==> config.mk <==
export PLATFORM = sky130hd
export DESIGN_NAME = pl_linecnt_bank
export DESIGN_NICKNAME = d
export VERILOG_FILES = /design/src/rtl/pl_linecnt_pkg.sv /design/src/rtl/pl_chan_select.sv /design/src/rtl/pl_access_check.sv /design/src/rtl/pl_chan_reg.sv /design/src/rtl/pl_linecnt_bank.sv
export SDC_FILE = /design/constraint.sdc
export NUM_CORES = 1
export LEC_CHECK = 0
export ABC_CLOCK_PERIOD_IN_PS = 3500
export BUFFER_PORTS_ARGS = -buffer_cell sky130_fd_sc_hd__clkbuf_2
export CORE_UTILIZATION = 35
export CTS_CLUSTER_SIZE = 28
export DETAILED_ROUTE_END_ITERATION = 12
export PLACE_DENSITY = 0.69
export SLEW_MARGIN = 20
export SYNTH_ARGS = -nofsm -noshare
export SYNTH_HDL_FRONTEND = slang
export SYNTH_SLANG_ARGS = --single-unit
==> constraint.sdc <==
create_clock -name clk -period 3.5 [get_ports clk]
set_input_delay 0 -clock clk [delete_from_list [all_inputs] [get_ports clk]]
set_output_delay 0 -clock clk [all_outputs]
set_load 0.005 [all_outputs]
==> src/rtl/pl_linecnt_pkg.sv <==
// Package: shared constants and cache-size helpers for the line-count bank.
// Assumes cache sizes are given in KB; unknown sizes behave as no cache.
package pl_linecnt_pkg;

    localparam int REG_W    = 32;
    localparam int FIELD_LO = 6;

    // Top bit of the line-count field for a given cache size.
    function automatic int field_hi(input int cache_kb);
        case (cache_kb)
            128:     return 14;
            256:     return 15;
            512:     return 16;
            1024:    return 17;
            default: return FIELD_LO;
        endcase
    endfunction

    // True when the configuration stores any line-count bits at all.
    function automatic bit has_field(input int cache_kb);
        return field_hi(cache_kb) > FIELD_LO;
    endfunction

    // Mask of the writable bits for a given cache size.
    function automatic logic [REG_W-1:0] field_mask(input int cache_kb);
        logic [REG_W-1:0] m;
        m = '0;
        if (has_field(cache_kb)) begin
            for (int b = FIELD_LO; b <= field_hi(cache_kb); b++) begin
                m[b] = 1'b1;
            end
        end
        return m;
    endfunction

    // Registered response to one access.
    typedef struct packed {
        logic             valid;
        logic [REG_W-1:0] data;
        logic             undef;
    } rsp_t;

endpackage

==> src/rtl/pl_chan_select.sv <==
// Module: channel-select register with one-hot decode.
// Assumes NUM_CH <= 2**SEL_W. Values of NUM_CH or more decode to no channel.
module pl_chan_select #(
    parameter int NUM_CH = 4,
    parameter int SEL_W  = 3
) (
    input  logic              clk,
    input  logic              rst_n,
    input  logic              sel_wr,
    input  logic [SEL_W-1:0]  sel_wdata,
    output logic [SEL_W-1:0]  sel_q,
    output logic [NUM_CH-1:0] sel_oh,
    output logic              in_range
);

    // Hold the selected channel number.
    always_ff @(posedge clk) begin
        if (!rst_n) begin
            sel_q <= '0;
        end else if (sel_wr) begin
            sel_q <= sel_wdata;
        end
    end

    // Decode the held number into a one-hot channel vector.
    always_comb begin
        for (int i = 0; i < NUM_CH; i++) begin
            sel_oh[i] = (sel_q == SEL_W'(i));
        end
    end

    // Any decoded channel means the select value is in range.
    assign in_range = |sel_oh;

endmodule

==> src/rtl/pl_access_check.sv <==
// Module: permission decision for one register access.
// Assumes user_bit already belongs to the selected channel. Purely combinational.
module pl_access_check (
    input  logic acc_ns,
    input  logic acc_user,
    input  logic ns_enable,
    input  logic user_bit,
    input  logic in_range,
    output logic allow
);

    logic ns_ok;
    logic user_ok;

    // A Nonsecure access needs the Nonsecure-enable bit.
    assign ns_ok   = !acc_ns || ns_enable;

    // A User access needs the channel's user-access bit.
    assign user_ok = !acc_user || user_bit;

    // Both conditions hold and the select value names a real channel.
    assign allow   = in_range && ns_ok && user_ok;

endmodule

==> src/rtl/pl_chan_reg.sv <==
// Module: one channel's line-count register.
// Stores only bits [N:6], where N comes from CACHE_KB. With no cache it stores nothing and reads zero.
module pl_chan_reg
    import pl_linecnt_pkg::*;
#(
    parameter int CACHE_KB = 256
) (
    input  logic             clk,
    input  logic             rst_n,
    input  logic             wr_en,
    input  logic [REG_W-1:0] wdata,
    output logic [REG_W-1:0] value
);

    localparam int HI = field_hi(CACHE_KB);

    generate
        if (has_field(CACHE_KB)) begin : g_field
            logic [HI:FIELD_LO] q;
            logic               unused_wbits;

            // Capture the writable field on a permitted write.
            always_ff @(posedge clk) begin
                if (!rst_n) begin
                    q <= '0;
                end else if (wr_en) begin
                    q <= wdata[HI:FIELD_LO];
                end
            end

            // The bits outside the field are dropped.
            assign unused_wbits = ^{wdata[REG_W-1:HI+1], wdata[FIELD_LO-1:0]};

            // Place the field at its bit position; every other bit is zero.
            assign value = {{(REG_W-1-HI){1'b0}}, q, {FIELD_LO{1'b0}}};
        end else begin : g_empty
            logic unused_ins;

            // Nothing is stored when there is no cache.
            assign unused_ins = ^{clk, rst_n, wr_en, wdata};
            assign value      = '0;
        end
    endgenerate

endmodule

==> src/rtl/pl_linecnt_bank.sv <==
// Module: bank of per-channel line-count registers with access checking.
// Accesses go through a select register. The result of each access is registered and shows one cycle later.
// Assumes at most one access per cycle, with its attributes stable at the clock edge.
module pl_linecnt_bank
    import pl_linecnt_pkg::*;
#(
    parameter int NUM_CH   = 4,
    parameter int SEL_W    = 3,
    parameter int CACHE_KB = 256
) (
    input  logic                    clk,
    input  logic                    rst_n,
    input  logic                    sel_wr,
    input  logic [SEL_W-1:0]        sel_wdata,
    input  logic                    ns_enable,
    input  logic [NUM_CH-1:0]       user_en,
    input  logic                    acc_valid,
    input  logic                    acc_write,
    input  logic                    acc_ns,
    input  logic                    acc_user,
    input  logic [REG_W-1:0]        acc_wdata,
    output logic                    rsp_valid,
    output logic [REG_W-1:0]        rsp_data,
    output logic                    undef_pulse,
    output logic [NUM_CH*REG_W-1:0] ch_lines
);

    logic [SEL_W-1:0]  sel_q;
    logic [NUM_CH-1:0] sel_oh;
    logic              sel_in_range;
    logic              sel_user_bit;
    logic              allow;
    logic [REG_W-1:0]  ch_val [NUM_CH];
    logic [REG_W-1:0]  rd_mux;
    rsp_t              rsp_d;
    rsp_t              rsp_q;

    pl_chan_select #(
        .NUM_CH (NUM_CH),
        .SEL_W  (SEL_W)
    ) u_sel (
        .clk       (clk),
        .rst_n     (rst_n),
        .sel_wr    (sel_wr),
        .sel_wdata (sel_wdata),
        .sel_q     (sel_q),
        .sel_oh    (sel_oh),
        .in_range  (sel_in_range)
    );

    // The user-access bit of the selected channel.
    assign sel_user_bit = |(user_en & sel_oh);

    pl_access_check u_chk_acc (
        .acc_ns    (acc_ns),
        .acc_user  (acc_user),
        .ns_enable (ns_enable),
        .user_bit  (sel_user_bit),
        .in_range  (sel_in_range),
        .allow     (allow)
    );

    generate
        for (genvar c = 0; c < NUM_CH; c++) begin : g_ch
            pl_chan_reg #(
                .CACHE_KB (CACHE_KB)
            ) u_reg (
                .clk   (clk),
                .rst_n (rst_n),
                .wr_en (acc_valid && acc_write && allow && sel_oh[c]),
                .wdata (acc_wdata),
                .value (ch_val[c])
            );
            assign ch_lines[c*REG_W +: REG_W] = ch_val[c];
        end
    endgenerate

    // Choose the selected channel's value for a read.
    always_comb begin
        rd_mux = '0;
        for (int i = 0; i < NUM_CH; i++) begin
            if (sel_oh[i]) begin
                rd_mux = rd_mux | ch_val[i];
            end
        end
    end

    // Form the next response from the current access.
    always_comb begin
        rsp_d.valid = acc_valid && !acc_write && allow;
        rsp_d.data  = (acc_valid && !acc_write && allow) ? rd_mux : '0;
        rsp_d.undef = acc_valid && !allow;
    end

    // Register the response so that it shows in the cycle after the access.
    always_ff @(posedge clk) begin
        if (!rst_n) begin
            rsp_q <= '0;
        end else begin
            rsp_q <= rsp_d;
        end
    end

    assign rsp_valid   = rsp_q.valid;
    assign rsp_data    = rsp_q.data;
    assign undef_pulse = rsp_q.undef;

endmodule

# Word level (Yosys, flattened, before mapping)
# Cells that the tools add are included.
[classes] muxes=4 n_reduce_logical=21 n_bitwise=4 n_eq_ne=3
[ops] cell="two-way mux 32 bit" count=2
[ops] cell="bitwise OR 32 x 16 -> 32 bit" count=2
[ops] cell="two-way mux 16 bit" count=2
[ops] cell="bitwise OR 16 bit" count=1
[ops] cell="logical AND 1 bit" count=11
[ops] cell="OR reduction 4 bit" count=2
[ops] cell="== test 3 x 2 -> 1 bit, second input constant" count=2
[ops] cell="bitwise AND 4 bit" count=1
[ops] cell="zero test 1 bit" count=4
[ops] cell="== test 3 x 1 -> 1 bit, second input constant" count=1
[ops] cell="zero test 3 bit" count=1
[ops] cell="logical OR 1 bit" count=2
[ops] cell="AND reduction 2 bit" count=1
[word_totals] regBits=77 in_bits=47 output_inout_bits=162

# Depth between registers and ports, before layout
# Gate-level depths: netlist of the first run.
[logic_depth] word_depth=8 ltp_mapped=6 ltp_nobuf=4

# Modules after synthesis
# A second synthesis of the first run with hierarchy kept.
[unflattened] hier_cells=394 hier_area_um2=4101.4
[by_module_without_submodules] mod="pl_chan_reg" seq_area_each_um2=200.2 n_inst=4 area_each_um2=543.0 cells_per_inst=54
[by_module_without_submodules] mod="pl_linecnt_bank" seq_area_each_um2=680.7 n_inst=1 area_each_um2=1771.7 cells_per_inst=161
[by_module_without_submodules] mod="pl_chan_select" seq_area_each_um2=60.1 n_inst=1 area_each_um2=138.9 cells_per_inst=14
[by_module_without_submodules] mod="pl_access_check" seq_area_each_um2=0.0 n_inst=1 area_each_um2=18.8 cells_per_inst=3

# Worst setup path before layout of the first run
# OpenSTA, ideal clock, no wires.
[synth_path] path_kind="flip-flop to flip-flop" startpoint="register u_sel.sel_q[2]" endpoint="register g_ch[0].u_reg.g_field.q[10] in the netlist's numbering" period_less_slack_ps=1574 t_arrival_ps=1503 path_stages_with_launch=6 slack_ps=1926 setup_ps=72 cell_sequence="dfxtp_1 -> and3b_1 -> and3b_4 -> o311ai_2 -> buf_6 -> mux2i_1"
[synth_between] elab_chain_len=7 elab_cells_between_ends=12 cone_classes="eq/ne (3); bitwise (1); reduce/logical (8)"
[synth_rtl] item="start: declaration" line="pl_chan_select.sv:11" rtl="output logic [SEL_W-1:0] sel_q,"
[synth_rtl] item="start signal: assignment" line="pl_chan_select.sv:21" rtl="sel_q <= sel_wdata;"
[synth_rtl] item="== test 3 x 1 -> 1 bit, or another cell as far along" line="pl_chan_select.sv:28" rtl="sel_oh[i] = (sel_q == SEL_W'(i));"
[synth_rtl] item="bitwise AND 4 bit" line="pl_linecnt_bank.sv:52" rtl="assign sel_user_bit = |(user_en & sel_oh);"
[synth_rtl] item="OR reduction 4 bit" line="pl_linecnt_bank.sv:52"
[synth_rtl] item="logical OR 1 bit" line="pl_access_check.sv:19" rtl="assign user_ok = !acc_user || user_bit;"
[synth_rtl] item="logical AND 1 bit" line="pl_access_check.sv:22" rtl="assign allow = in_range && ns_ok && user_ok;"
[synth_rtl] item="logical AND 1 bit" line="pl_linecnt_bank.sv:70" rtl=".wr_en (acc_valid && acc_write && allow && sel_oh[c]),"
[synth_rtl] item="logical AND 1 bit (*)" line="pl_linecnt_bank.sv:70"
[synth_rtl] item="end signal: assignment" line="pl_chan_reg.sv:27" rtl="q <= wdata[HI:FIELD_LO];"
[synth_rtl] item="end: declaration" line="pl_chan_reg.sv:19" rtl="logic [HI:FIELD_LO] q;"
# Every way passes the cells marked *; elsewhere a longest branch is shown, timed or not.
# A chain may end at the register's enable or synchronous reset.

# Worst setup path in the final report of the first run
[layout_path] startpoint="register u_sel.sel_q[2]" endpoint="register g_ch[2].u_reg.g_field.q[8] in the netlist's numbering"
[layout_between] elab_chain_len=7 elab_cells_between_ends=12 cone_classes="eq/ne (3); bitwise (1); reduce/logical (8)"
[layout_rtl] item="== test 3 x 1 -> 1 bit, or another cell as far along" line="pl_chan_select.sv:28"
[layout_rtl] item="bitwise AND 4 bit" line="pl_linecnt_bank.sv:52"
[layout_rtl] item="OR reduction 4 bit" line="pl_linecnt_bank.sv:52"
[layout_rtl] item="logical OR 1 bit" line="pl_access_check.sv:19"
[layout_rtl] item="logical AND 1 bit" line="pl_access_check.sv:22"
[layout_rtl] item="logical AND 1 bit" line="pl_linecnt_bank.sv:70"
[layout_rtl] item="logical AND 1 bit (*)" line="pl_linecnt_bank.sv:70"
[layout_rtl] item="end signal: assignment" line="pl_chan_reg.sv:27"
[layout_rtl] item="end: declaration" line="pl_chan_reg.sv:19"
# Marked as above.

==> results of run 1 <==
-- power groups by stage --
stage | clock network, mW | registers (mW) | logic (mW)
after global routing | 0.483 | 0.649 | 0.157
after CTS | 0.451 | 0.647 | 0.132
after global placement | 0 | 0.660 | 0.124
final | 0.438 | 0.647 | 0.138
after floorplan | 0 | 0.659 | 0.173
after detailed placement | 0 | 0.661 | 0.126
-- area by class of cell --
| type | instances | share of cell area |
|---|---|---|
| multi-input combinational | 255 | 0.440 |
| sequential | 55 | 0.327 |
| timing repair buffer | 93 | 0.158 |
| tap | 105 | 0.0390 |
| clock buffer | 6 | 0.0245 |
| clock inverter | 2 | 0.0104 |
| inverter | 1 | 0.00111 |
-- synthesized netlist by cell type, types with 2 or more instances --
| cell | number |
|---|---|
| buf_6 | 4 |
| nand2_1 | 51 |
| nor3b_1 | 2 |
| buf_4 | 110 |
| a22oi_1 | 20 |
| clkbuf_1 | 10 |
| nor2b_1 | 4 |
| a21oi_1 | 10 |
| mux2i_1 | 44 |
| dfxtp_1 | 55 |
| o311ai_2 | 4 |
-- routing by layer --
| layer | share of wire | vias up | routed length [um] |
|---|---|---|---|
| met5 | 0 | - | 0 |
| met4 | 0.011 | 0 | 76 |
| met3 | 0.090 | 9 | 612 |
| met2 | 0.52 | 127 | 3530 |
| met1 | 0.38 | 1038 | 2560 |
| li1 | - | 1036 | - |
-- worst register-to-register path, stage by stage (launching register included) --
cell and delay [ns]:
dfxtp_1 0.57, and3b_1 0.45, and3b_4 0.33, o311ai_2 0.56, buf_4 0.32, mux2i_1 0.20
-- through the flow --
| stage | setup slack, ns | utilization | cell area (sq um) |
|---|---|---|---|
| after floorplan | 1.93 | - | 3470 |
| after CTS | 0.978 | 0.399 | 3330 |
| after detailed placement | 0.983 | 0.377 | 3140 |
| final | 1.00 | 0.404 | 3370 |
| after global routing | 0.861 | 0.404 | 3370 |
| after global placement | 1.03 | 0.377 | 3140 |
-- cell families (layout without fill, tap and decap cells) --
logic type,count (synthesis),count (layout)
AND/OR/NAND/NOR,65,65
flip-flops,55,55
multiplexers,44,44
AO/OA/AOI/OAI,36,36
buffers and inverters,126,102
other,1,110
-- how the worst min path moves through the flow --
stage / from / to / slack (ns) / depth (start not counted)
floorplan: acc_valid / undef_pulse / 0.14 / 2
global placement: acc_valid / undef_pulse / 0.26 / 3
detailed placement: sel_wdata[2] / u_sel.sel_q[2] / 0.27 / 3
CTS: acc_wdata[6] / g_ch[2].u_reg.g_field.q[6] / 0.0009 / 3
global route: acc_wdata[14] / g_ch[1].u_reg.g_field.q[14] / 0.005 / 3
finish: acc_wdata[6] / g_ch[0].u_reg.g_field.q[6] / 0.004 / 3
-- flip-flops by register name, indices dropped and copies added (netlist names) --
register              cells
undef_pulse               1
rsp_valid                 1
g_ch.u_reg.g_field.q     40
rsp_data                 10
u_sel.sel_q               3
==> out/summary.txt, run 1 <==
Sw Share - 0.252
max-slew violation count - 0
cell family with most CP delay - simple AND/OR/NAND/NOR gates
Post-synth EDFFs - 0
Avg Cell Area, Syn - 9.36 sq um
synth top area cells - dfxtp_1, buf_4, mux2i_1
DRC violations left - 0
wire per inst - 13.1 um
FILL cells - 842
Area Overhead vs Synth - 10.0%
post-synthesis simple-gate area fraction - 0.100
Required @ worst endpoint - 3.73 ns
TritonCTS clock tree - yes
Synth area leader - dfxtp_1
normalized max-slew margin - 0.335
GR peak layer - met2
Routability Congestion - 0.683
Die ar. - 9130 sq um
vias per inst - 4.27
crit-path max FO - 12
Worst Path Buf+Inv - 1
most common flop cell mapped by yosys - dfxtp_1
Reg power frac - 0.529
placed insts - 499
Sequential Area - 1100 sq um
Cell Count, Final, Fillers Out - 517
DR pass1 iterations - 4
clk_skew - 0.0105 ns
crit path capture type - register
largest family of logic cells by synthesized area - buffers and inverters
Period minus WS final - 2.50 ns
clk buf depth - 2
Clock Sinks - 55
sequential area share after synthesis - 0.360
# H-tree levels - 2
mux share of post-synthesis cell area - 0.144
Worst setup endpoint - g_ch[2].u_reg.g_field.q[8]
total power draw - 1.22 mW
WP depth - 5
Critical-path top delay cell - dfxtp_1
worst flop-to-flop path endpoint - g_ch[2].u_reg.g_field.q[8]
largest net degree at the start of global routing - 33
chip width - 95.5 um
net total in the final layout - 458
startpoint type of the worst setup path - register
LEAKAGE - 1.81 nW
Max Cap Viol - 0
crit path from - u_sel.sel_q[2]
crit path cell chain - and3b_1 > and3b_4 > o311ai_2 > buf_4 > mux2i_1
GRT Resource Usage Total - 0.142
PwrDens - 363 nW/um^2
peak ir drop on the vdd network - 0.154 mV
final cycle utilization of the critical path - 0.713
RSZ-0062 raised after global routing - no
first-pass GRT wire length - 9670 um
Starting DRT DRC Count - 54
Hold WS - 0.00436 ns
most frequent cells in the layout - conb_1, clkbuf_2, dfxtp_1
hold_buf cts - 7
FF-to-FF setup slack - 1.00 ns
count of buffers from port buffering - 76
met3 Use GR - 0.0359
Post-Route WL - 6770 um
Pint - 914 uW
Fin Setup TNS - 0 ns
setup bufs post-CTS - 0
CP arrival - 2.73 ns
GR met2 Demand/Resource - 0.247
total grt overflow - 0
Max Freq - 0.400 GHz
ys async rst share - 0
FF-to-FF Start - u_sel.sel_q[2]
synthesized cell area - 3060 sq um
area of the multi-input gates - 1480 sq um
CTS-repair resized insts - 0
Num CTS Buffers - 5
Yosys Warn Count - 0
Yosys reg bits - 55
vias in the first global route - 1,840
commonest non-fill, non-tap cell in the layout - conb_1
Compound-Gate Fraction of Synth Area - 0.0956
via count - 2,210
placed wire-length estimate - 4790 um
Synth Area in Adders - 0
met1 GRT Util - 0.173
FF-to-FF path depth - 5
clock share of power - 0.358
clock slew at reported path FFs - 0.10 ns
ANT nets after route - 0
Switch Pwr - 308 uW
Core Area - 8340 sq um
combinational share of power - 0.113
clock latency on the worst-skew pair - 0.31 ns
final hold vios - 0
io pins - 209
hold crit path type - primary input to register
initial antenna violation count - 0
Cell Rows - 33
run status - complete, no violations
Post-Synth XOR/XNOR Area - 0
Worst-Margin Slew - 0.992 ns
share of layout cells above drive strength 1 - 0.250
Clock Tree Root - clkbuf_8
critical path's largest stage delay - 0.57 ns
Crit Path Category - register to register
endpoints failing setup - 0
Initial Util - 0.367
Yosys cell types - 24
antenna fix cells - 0
Die Span Y - 95.5 um
top-area cell type share of the netlist area - 0.360
Syn Inst Count - 327
Power figures use the tool's default switching activity.
==> inputs of run 2 (changes only) <==
--- a/config.mk
+++ b/config.mk
@@ -5,12 +5,12 @@
 export SDC_FILE = /design/constraint.sdc
 export NUM_CORES = 1
 export LEC_CHECK = 0
-export ABC_CLOCK_PERIOD_IN_PS = 3500
+export ABC_CLOCK_PERIOD_IN_PS = 2200
 export BUFFER_PORTS_ARGS = -buffer_cell sky130_fd_sc_hd__clkbuf_2
 export CORE_UTILIZATION = 35
 export CTS_CLUSTER_SIZE = 28
 export DETAILED_ROUTE_END_ITERATION = 12
-export PLACE_DENSITY = 0.69
+export PLACE_DENSITY = 0.72
 export SLEW_MARGIN = 20
 export SYNTH_ARGS = -nofsm -noshare
 export SYNTH_HDL_FRONTEND = slang
==> constraint.sdc (replaced) <==
create_clock -name clk -period 2.2 [get_ports clk]
set_input_delay 0 -clock clk [delete_from_list [all_inputs] [get_ports clk]]
set_output_delay 0 -clock clk [all_outputs]
set_load 0.005 [all_outputs]
==> run 2 against run 1 <==
Net effect: sequential power increased by 59%; wire length is 0.74% lower; design area barely moved; count of clock-buffer cells in the layout is the same; first-iteration DRC count rose by 72%; cell count stayed put; sequential cell count unchanged; critical path type unchanged; largest power group unchanged; highest routed layer unchanged.
==> out/summary.txt, run 2 (synthesized netlist as in run 1, its figures left out) <==
wire per inst - 13.0 um
run status - complete, no violations
DR pass1 iterations - 4
antenna fix cells - 0
clock slew at reported path FFs - 0.10 ns
area of the multi-input gates - 1470 sq um
Cell Rows - 33
final hold vios - 0
Core Area - 8340 sq um
max-slew violation count - 0
commonest non-fill, non-tap cell in the layout - conb_1
GRT Resource Usage Total - 0.146
Sequential Area - 1100 sq um
Area Overhead vs Synth - 9.97%
setup bufs post-CTS - 0
net total in the final layout - 458
total grt overflow - 0
endpoints failing setup - 0
GR peak layer - met2
met1 GRT Util - 0.178
Clock Tree Root - clkbuf_8
startpoint type of the worst setup path - register
Initial Util - 0.367
post-place instance area - 3160 sq um
hold_buf cts - 7
vias in the first global route - 2,015
Hold Crit Start - acc_wdata[8]
chip width - 95.5 um
CTS-repair resized insts - 0
io pins - 209
placed wire-length estimate - 4730 um
Most flops, register - g_ch.u_reg.g_field.q
LEAKAGE - 1.81 nW
TritonCTS clock tree - yes
clk_skew - 0.00745 ns
met3 Use GR - 0.0231
Max Cap Viol - 0
crit path from - u_sel.sel_q[2]
Max Freq - 0.545 GHz
ANT nets after route - 0
first-pass GRT wire length - 9970 um
Post-Route WL - 6720 um
Routability Congestion - 0.681
Starting DRT DRC Count - 93
peak ir drop on the vdd network - 0.406 mV
DRC violations left - 0
Num CTS Buffers - 5
initial antenna violation count - 0
Period minus WS final - 1.83 ns
crit-path max FO - 10
max reg flops - 40
Fin Setup TNS - 0 ns
GR met2 Demand/Resource - 0.250
Hold WS - 0.0107 ns
via count - 2,180
hold crit path type - primary input to register
total power draw - 2.02 mW
# H-tree levels - 2
final cycle utilization of the critical path - 0.834
clk buf depth - 2
count of buffers from port buffering - 76
normalized max-slew margin - 0.636
Final Cell Area - 3370 sq um
share of layout cells above drive strength 1 - 0.255
FILL cells - 844
Worst-Margin Slew - 0.542 ns
fin util - 0.404
largest net degree at the start of global routing - 32
Die Span Y - 95.5 um
CP arrival - 2.07 ns
PwrDens - 600 nW/um^2
clock latency on the worst-skew pair - 0.30 ns
RSZ-0062 raised after global routing - no
Die ar. - 9130 sq um
Crit Path Category - register to register
crit path capture type - register
vias per inst - 4.22
Required @ worst endpoint - 2.44 ns
most frequent cells in the layout - conb_1, clkbuf_2, dfxtp_1
Clock Sinks - 55
FF-to-FF Start - u_sel.sel_q[2]
==> run 2: per-stage QoR <==
| step | setup WS, ns | instances |
|---|---|---|
| 2_1_floorplan | 0.626 | 436 |
| 3_3_place_gp | 0.455 | 502 |
| 3_5_place_dp | 0.386 | 502 |
| 4_1_cts | 0.360 | 517 |
| 5_1_grt | 0.246 | 517 |
| 6_report | 0.366 | 517 |
==> run 2: worst paths after layout <==
| check | endpoint | slack (ns) | cells after the start |
|---|---|---|---|
| worst min-delay path | g_ch[2].u_reg.g_field.q[8] | 0.01 | 3 |
| worst min register to register | g_ch[2].u_reg.g_field.q[14] | 0.48 | 2 |
| worst max register to register | g_ch[2].u_reg.g_field.q[10] | 0.37 | 5 |
| worst max-delay path | g_ch[2].u_reg.g_field.q[10] | 0.37 | 5 |
==> run 2: routing by layer <==
metal | vias up | share of wire | wire length (um)
met4 | 0 | 0.018 | 119
met3 | 9 | 0.080 | 536
li1 | 1036 | - | -
met5 | - | 0 | 0
met1 | 1012 | 0.40 | 2670
met2 | 123 | 0.50 | 3390
==> run 2: layout make-up <==
cell class | instances | share of cell area
clock inverter | 2 | 0.0178
multi-input combinational | 255 | 0.437
tap | 105 | 0.0390
clock buffer | 6 | 0.0216
sequential | 55 | 0.327
timing repair buffer | 93 | 0.156
inverter | 1 | 0.00111
==> run 2: power breakdown <==
group          switching [mW]  total, mW  internal [mW]
logic                   0.144      0.219         0.0744
clock network           0.319      0.774          0.455
registers              0.0174       1.03           1.01
==> run 2: critical path, cell delays in order (launching register included) <==
cell and delay (ns):
dfxtp_1 0.57, and3b_1 0.24, and3b_4 0.22, o311ai_2 0.22
buf_4 0.30, mux2i_1 0.22
